`config.mk`:
```
export PLATFORM = sky130hd
export DESIGN_NAME = flashif_bus_front
export DESIGN_NICKNAME = d
export VERILOG_FILES = /design/src/rtl/flashif_pkg.sv /design/src/rtl/flashif_addr_former.sv /design/src/rtl/flashif_sleep_timer.sv /design/src/rtl/flashif_data_latch.sv /design/src/rtl/flashif_pin_ctrl.sv /design/src/rtl/flashif_bus_front.sv
export SDC_FILE = /design/constraint.sdc
export NUM_CORES = 1
export LEC_CHECK = 0
export BUFFER_PORTS_ARGS = -buffer_cell sky130_fd_sc_hd__clkbuf_2
export CORE_MARGIN = 8
export CORE_UTILIZATION = 46
export CTS_CLUSTER_SIZE = 25
export DETAILED_ROUTE_END_ITERATION = 8
export PLACE_DENSITY = 0.88
export REMOVE_ABC_BUFFERS = 1
export SYNTH_ARGS = -nofsm -noshare
export SYNTH_HDL_FRONTEND = slang
export SYNTH_SLANG_ARGS = --single-unit
export TNS_END_PERCENT = 30
```
`constraint.sdc`:
```
create_clock -name clk -period 5.15 [get_ports clk]
set_input_delay 1.545 -clock clk [delete_from_list [all_inputs] [get_ports clk]]
set_output_delay 1.545 -clock clk [all_outputs]
set_load 0.01 [all_outputs]
```
`src/rtl/flashif_pkg.sv`:
```
package flashif_pkg;
   typedef enum logic {
      MODE_BYTE = 1'b0,
      MODE_WORD = 1'b1
   } bus_mode_e;

   function automatic bus_mode_e mode_of(input logic wide);
      return wide ? MODE_WORD : MODE_BYTE;
   endfunction
endpackage

```
`src/rtl/flashif_addr_former.sv`:
```
module flashif_addr_former
   import flashif_pkg::*;
#(
   parameter int ADDR_W = 20
) (
   input  logic              wide_cfg,
   input  logic [ADDR_W-1:0] addr_i,
   input  logic              lsb_pin,
   output logic [ADDR_W:0]   byte_addr,
   output logic [ADDR_W+1:0] key
);
   logic lsb;

   always_comb begin
      lsb = (mode_of(wide_cfg) == MODE_BYTE) ? lsb_pin : 1'b0;
      byte_addr = {addr_i, lsb};
      key = {wide_cfg, byte_addr};
   end
endmodule

```
`src/rtl/flashif_sleep_timer.sv`:
```
module flashif_sleep_timer #(
   parameter int KEY_W = 22,
   parameter int LIM   = 6
) (
   input  logic             clk,
   input  logic             rst_n,
   input  logic [KEY_W-1:0] key,
   output logic             chg,
   output logic             asleep
);
   localparam int CNT_W = $clog2(LIM + 1);
   localparam logic [CNT_W-1:0] LIM_C = CNT_W'(LIM);

   logic [KEY_W-1:0] key_q;
   logic [CNT_W-1:0] cnt;

   generate
      if (LIM < 1) begin : g_bad_lim
         $error("sleep limit must be at least one cycle");
      end
   endgenerate

   assign chg    = (key != key_q);
   assign asleep = (cnt == LIM_C);

   always_ff @(posedge clk or negedge rst_n) begin
      if (!rst_n) begin
         key_q <= '0;
         cnt   <= '0;
      end else begin
         key_q <= key;
         if (chg)
            cnt <= '0;
         else if (cnt != LIM_C)
            cnt <= cnt + 1'b1;
      end
   end

   // any key change wakes the block after that edge
   p_wake_on_change_r9: assert property (@(posedge clk) disable iff (!rst_n)
      chg |=> !asleep);

   // sleep is entered only after an edge with an unchanged key
   p_entry_stable_r7: assert property (@(posedge clk) disable iff (!rst_n)
      $rose(asleep) |-> $past(!chg));

   // once asleep, an unchanged key keeps it asleep
   p_stay_asleep_r7: assert property (@(posedge clk) disable iff (!rst_n)
      (asleep && !chg) |=> asleep);
endmodule

```
`src/rtl/flashif_data_latch.sv`:
```
module flashif_data_latch
   import flashif_pkg::*;
#(
   parameter int DATA_W = 16
) (
   input  logic              clk,
   input  logic              rst_n,
   input  logic              load,
   input  logic              wide_cfg,
   input  logic              lane_sel,
   input  logic [DATA_W-1:0] word_i,
   output logic [DATA_W-1:0] data_q
);
   localparam int HALF = DATA_W / 2;

   logic [HALF-1:0]   lane;
   logic [DATA_W-1:0] nxt;

   generate
      if (DATA_W % 2 != 0) begin : g_bad_width
         $error("data width must be even");
      end
   endgenerate

   always_comb begin
      lane = lane_sel ? word_i[DATA_W-1:HALF] : word_i[HALF-1:0];
      if (mode_of(wide_cfg) == MODE_WORD)
         nxt = word_i;
      else
         nxt = {{HALF{1'b0}}, lane};
   end

   always_ff @(posedge clk or negedge rst_n) begin
      if (!rst_n)
         data_q <= '0;
      else if (load)
         data_q <= nxt;
   end
endmodule

```
`src/rtl/flashif_pin_ctrl.sv`:
```
module flashif_pin_ctrl #(
   parameter int DATA_W = 16
) (
   input  logic              ce_n,
   input  logic              oe_n,
   input  logic              we_n,
   input  logic              wide_cfg,
   output logic              rd_en,
   output logic [DATA_W-1:0] dq_oe
);
   localparam int HALF = DATA_W / 2;

   assign rd_en = !ce_n && !oe_n && we_n;

   generate
      for (genvar i = 0; i < DATA_W; i++) begin : g_pin
         if (i < HALF) begin : g_low
            assign dq_oe[i] = rd_en;
         end else begin : g_high
            assign dq_oe[i] = rd_en && wide_cfg;
         end
      end
   endgenerate
endmodule

```
`src/rtl/flashif_bus_front.sv`:
```
module flashif_bus_front #(
   parameter int ADDR_W      = 20,
   parameter int DATA_W      = 16,
   parameter int ACC_CYC     = 4,
   parameter int SLEEP_EXTRA = 2
) (
   input  logic              clk,
   input  logic              rst_n,
   input  logic              ce_n,
   input  logic              oe_n,
   input  logic              we_n,
   input  logic              wide_cfg,
   input  logic [ADDR_W-1:0] addr_i,
   input  logic [DATA_W-1:0] dq_i,
   output logic [DATA_W-1:0] dq_o,
   output logic [DATA_W-1:0] dq_oe,
   output logic [ADDR_W-1:0] arr_addr,
   input  logic [DATA_W-1:0] arr_rdata,
   output logic [ADDR_W:0]   byte_addr,
   output logic              asleep
);
   localparam int SLEEP_CYC = ACC_CYC + SLEEP_EXTRA;
   localparam int KEY_W     = ADDR_W + 2;
   localparam int HALF      = DATA_W / 2;

   logic [KEY_W-1:0] key;
   logic             chg;
   logic             rd_en;
   logic             unused_dq_low;

   generate
      if (ADDR_W < 1) begin : g_bad_addr
         $error("address width must be positive");
      end
      if (ACC_CYC < 1 || SLEEP_EXTRA < 0) begin : g_bad_time
         $error("access time must be positive and sleep delay non-negative");
      end
   endgenerate

   assign unused_dq_low = ^dq_i[DATA_W-2:0];
   assign arr_addr      = addr_i;

   flashif_addr_former #(.ADDR_W(ADDR_W)) u_addr (
      .wide_cfg (wide_cfg),
      .addr_i   (addr_i),
      .lsb_pin  (dq_i[DATA_W-1]),
      .byte_addr(byte_addr),
      .key      (key)
   );

   flashif_sleep_timer #(.KEY_W(KEY_W), .LIM(SLEEP_CYC)) u_timer (
      .clk   (clk),
      .rst_n (rst_n),
      .key   (key),
      .chg   (chg),
      .asleep(asleep)
   );

   flashif_data_latch #(.DATA_W(DATA_W)) u_latch (
      .clk     (clk),
      .rst_n   (rst_n),
      .load    (!asleep || chg),
      .wide_cfg(wide_cfg),
      .lane_sel(byte_addr[0]),
      .word_i  (arr_rdata),
      .data_q  (dq_o)
   );

   flashif_pin_ctrl #(.DATA_W(DATA_W)) u_pins (
      .ce_n    (ce_n),
      .oe_n    (oe_n),
      .we_n    (we_n),
      .wide_cfg(wide_cfg),
      .rd_en   (rd_en),
      .dq_oe   (dq_oe)
   );

   // word-mode read drives every pin
   p_word_all_pins_r1: assert property (@(posedge clk) disable iff (!rst_n)
      (wide_cfg && !ce_n && !oe_n && we_n) |-> (&dq_oe));

   // byte mode never drives the upper pins
   p_byte_upper_off_r2: assert property (@(posedge clk) disable iff (!rst_n)
      !wide_cfg |-> (dq_oe[DATA_W-1:HALF] == '0));

   // lowest byte address bit comes from the top pin only in byte mode
   p_lsb_source_r3: assert property (@(posedge clk) disable iff (!rst_n)
      byte_addr[0] == (!wide_cfg && dq_i[DATA_W-1]));

   // no pin is driven without a full read condition
   p_no_drive_r5: assert property (@(posedge clk) disable iff (!rst_n)
      (oe_n || ce_n || !we_n) |-> (dq_oe == '0));

   // the output latch holds while asleep with an unchanged key
   p_hold_asleep_r8: assert property (@(posedge clk) disable iff (!rst_n)
      (asleep && !chg) |=> $stable(dq_o));

   // a byte-mode load leaves the upper output half at zero
   p_byte_upper_zero_r4: assert property (@(posedge clk) disable iff (!rst_n)
      (!wide_cfg && chg) |=> (dq_o[DATA_W-1:HALF] == '0));
endmodule

```
# After elaboration in Yosys (flattened, before gate mapping)
# Index checks and enable logic that the tools add are counted.
# totals
output_inout_bits	74
in_bits	58
latch_bits	0
reg_bits	41
romBits	0
word_cells	21
mem_count	0
ram_bits	0
# op_classes
multipliers	0
magnitude_cmp	0
add_sub_neg	1
n_eq_ne	3
n_reduce_logical	8
n_div	0
n_mux	6
bitwise	0
shift	0
# op_table
op	n
$ne 22x22->1	1
$mux 16	1
$mux 8	1
$mux 3	2
$add 3x1->3 const B	1
$eq 3x3->1 const B	1
$logic_and 1x1->1	3
$logic_not 1->1	3
$ne 3x3->1 const B	1
$mux 1	2
$reduce_bool 2->1	1
$logic_or 1x1->1	1

# Logic depth before layout (Yosys ltp)
# logic_depth
depth_word	4
depth_mapped	7
mapped_depth_nobuf	5

# Cells and area by module
# Synthesis repeated with hierarchy kept, for this count alone.
# hier_totals
hier_cells	231
hier_area_um2	2404.8
# modules_own_cells
mod	seq_area_each_um2	cells_per_inst	n_inst	area_each_um2
flashif_sleep_timer	625.6	69	1	953.4
flashif_data_latch	400.4	80	1	825.8
flashif_addr_former	0.0	44	1	336.6
flashif_bus_front	0.0	21	1	156.4
flashif_pin_ctrl	0.0	17	1	132.6

# Worst setup path before layout
# Ideal clock, no wire load.
# synth_path
kind	input to output
start	input port oe_n
end	output port dq_oe[10]
setup_slack_ns	0.933
t_required_ns	3.605
path_buffers	1
path_stages	3
arrival_ns	2.672
cell_sequence	nor3b_1 > and2_1 > buf_4
# synth_via
elab_chain_len	4
# synth_lines
item	line_no	rtl
start: declaration	flashif_bus_front.sv:10	input logic oe_n,
$logic_not 1->1	flashif_pin_ctrl.sv:13	assign rd_en = !ce_n && !oe_n && we_n;
$logic_and 1x1->1 (2 in series)	flashif_pin_ctrl.sv:13	
$logic_and 1x1->1	-	
end: declaration	flashif_bus_front.sv:16	output logic [DATA_W-1:0] dq_oe,
# Every way passes these cells.

# Worst setup path in the final report
# layout_path
start	input port oe_n
end	output port dq_oe[15]
# layout_via
elab_chain_len	4
# layout_lines
item	line_no	rtl
$logic_not 1->1	flashif_pin_ctrl.sv:13	
$logic_and 1x1->1 (2 in series)	flashif_pin_ctrl.sv:13	
$logic_and 1x1->1	flashif_pin_ctrl.sv:20	assign dq_oe[i] = rd_en && wide_cfg;
# Every way passes these cells.

==> run_results.csv <==
group,metric,value,unit
run_status,status,"complete, no violations",
detailed_routing,wirelength,4.580,mm
finish,final_common_cell,"clkbuf_2",
grt,antenna_found_initial,0,
finish,nets,311,
critical_path,path_class,"input port to output port",
detailed_routing,wl_per_cell,15.02,µm
logic_synthesis,ys_warn_count,0,
sta,hold_viol,0,
clocking,numCtsBuffers,5,
critical_path,worstSetupEndpointType,"output port",
logic_synthesis,netlist_instances,185,
clocking,cts_sinks,41,
critical_path,slowest_stage,"and2_1",
detailed_routing,drtIter0Drc,31,
clocking,cts_tree,"done",
floorplanning,row_count,25,
sta,slew_viol_final,0,
grt,grt_pass1_wl,7.341,mm
finish,n_antenna_cell,0,
sta,post-route-period-util,77.93,%
hold_path,worstHoldPathType,"register to register",
sta,rsz0062_at_grt,"false",
pwr,p_per_area,269.5,mW/mm²
logic_synthesis,ys_ff_latch,41,
detailed_routing,dr.pass1.iters,3,
detailed_routing,drc,0,
sta,slew_headroom,31.02,%
place,dpl_worst_slack,1.132,ns
clocking,post_cts_buffers,0,
finish,area_growth,13.77,%
sta,timing.fmax,249.2,MHz
clocking,clk_latency,0.28,ns
logic_synthesis,avgSynthCellArea,11.69,µm²
grt,grt_max_degree,42,
clocking,htreeDepth,2,
detailed_routing,via_count,1369,
finish,fin_util,53.16,%
sta,period_needed,4.013,ns
floorplanning,die_h,84.58,µm
clocking,cts_resized,0,
floorplanning,dieArea,0.007153,mm²
floorplanning,io_pins,132,
grt,grt-ovfl-total,0,
detailed_routing,via_per_inst,4.489,
logic_synthesis,synth_seq_area_share,47.43,%
clocking,hold_buffers,0,
place,dp_hpwl,3.675,mm
critical_path,startpoint_type,"input port",
sta,skew,0.003075,ns
finish,drive_above_1_share,56.57,%
critical_path,arrival,2.47,ns
pwr,p_leak,1.312,nW
pwr,vdd_ir_drop_max,0.1687,mV
clocking,cts_buffer_depth,2,
finish,mostFrequentLayoutCells,"clkbuf_2 (116), dfrtp_1 (41), xor2_1 (19)",
place,portBuffers,116,
floorplanning,fp.coreArea,0.004629,mm²
critical_path,path_buf_inv,3,
place,gp_congestion,0.7212,
place,post-place-cells,298,
sta,setup_ws,1.137,ns
critical_path,crit_path_frequent_cell,"clkbuf_2",
critical_path,critPathTopFamily,"simple AND/OR/NAND/NOR gates",
critical_path,required,3.61,ns
clocking,cts_root_buffer,"clkbuf_8",
floorplanning,die_w,84.58,µm
logic_synthesis,synth_area,0.002163,mm²
detailed_routing,ant_nets,0,
grt,first_global_vias,1496,
critical_path,crit_chain,"clkbuf_2, nor3b_1, buf_4, and2_1, clkbuf_2",
finish,instances_no_fill,305,
pwr,total_power,663.4,µW
flow_run,drv_cap,0,
sta,finalSetupViolCount,0,
clocking,clk_pin_slew_worst_paths,0.07,ns
sta,worst_hold_slack,0.5096,ns
floorplanning,start_util,46.73,%
critical_path,crit_fanout,9,
grt,grt_util_all_layers,12.87,%
critical_path,max_stage_delay,0.28,ns
sta,tightest_slew,1.035,ns
logic_synthesis,synthDistinctLibCells,25,
[synthesized netlist by cell type (all sizes together)]
library cell / count / area (µm²)
buf: 59 / 451.7
dfrtp: 41 / 1026
xor2: 19 / 166.4
mux2: 16 / 187.7
inv: 10 / 37.54
nand2: 9 / 33.78
mux2i: 8 / 80.08
nor3: 4 / 31.28
nor4: 4 / 31.28
xnor2: 4 / 35.03
ha: 2 / 25.02
nand4: 2 / 12.51
a2111oi: 1 / 8.760
and2: 1 / 6.260
nand3b: 1 / 7.510
nor2: 1 / 3.750
nor2b: 1 / 6.260
nor3b: 1 / 7.510
o21ai: 1 / 5.000
[layout make-up]
class                      instances  area (µm²)
clock buffer                       7       86.33
sequential                        41        1026
multi-input combinational         75       648.1
timing repair buffer             118       595.6
inverter                          10       37.54
fill                             426        2168
tap                               54       67.56
[state kept, by name, summed over array words and instances (netlist names)]
register and cells:
u_timer.key_q 22, u_latch.data_q 16, u_timer.cnt 3
[power breakdown]
part / total [mW] / leakage (nW) / switching [mW] / internal (mW)
Sequential: 0.346 / 0.496 / 0.00784 / 0.339
Clock: 0.208 / 0.0443 / 0.101 / 0.106
Combinational: 0.109 / 0.772 / 0.0592 / 0.0502
[final timing paths]
check | startpoint | to | slack (ns) | cells past startpoint
max in group asynchronous | rst_n | u_timer.key_q[9] | 3.08 | 1
min in group asynchronous | rst_n | u_timer.key_q[16] | 1.43 | 1
setup reg to reg | u_timer.key_q[5] | u_latch.data_q[1] | 2.60 | 5
setup / recovery | oe_n | dq_oe[15] | 1.14 | 5
hold reg to reg | u_latch.data_q[3] | u_latch.data_q[3] | 0.51 | 1
hold / removal | u_latch.data_q[3] | u_latch.data_q[3] | 0.51 | 1
[worst register-to-register path: cells and delay by family, from the launching register on]
kind                      cells  cell delay [ns]
and+or+nand+nor               3             1.50
muxes                         1             0.42
xor gates and xnor gates      1             0.16
DFF                           1             0.37
[per-layer routing]
layer,GRT usage (%),share of wire [%],up-vias,wire length [µm]
li1,-,-,673,-
met3,4.390,4.5,2,204
met1,12.08,36,655,1667
met5,0,0,-,0
met4,4.854,0.76,0,35
met2,24.84,58,39,2673
[cells by family after synthesis]
family / after synthesis / synth area share [%]
buffers and inverters: 69 / 22.61
XOR/XNOR: 23 / 9.312
AND/OR/NAND/NOR: 24 / 6.478
AO/OA/AOI/OAI: 2 / 0.6361
multiplexers: 24 / 12.38
flip-flops: 41 / 47.43
adder cells (fa/ha/maj): 2 / 1.157
[through the flow]
stage,area [µm²],TNS (ns)
final,2461,0
after global placement,2375,0
after global routing,2461,0
after CTS,2461,0
after floorplan,1712,-4.638
after detailed placement,2375,0
Note: power is estimated with default switching activity, not from simulation.
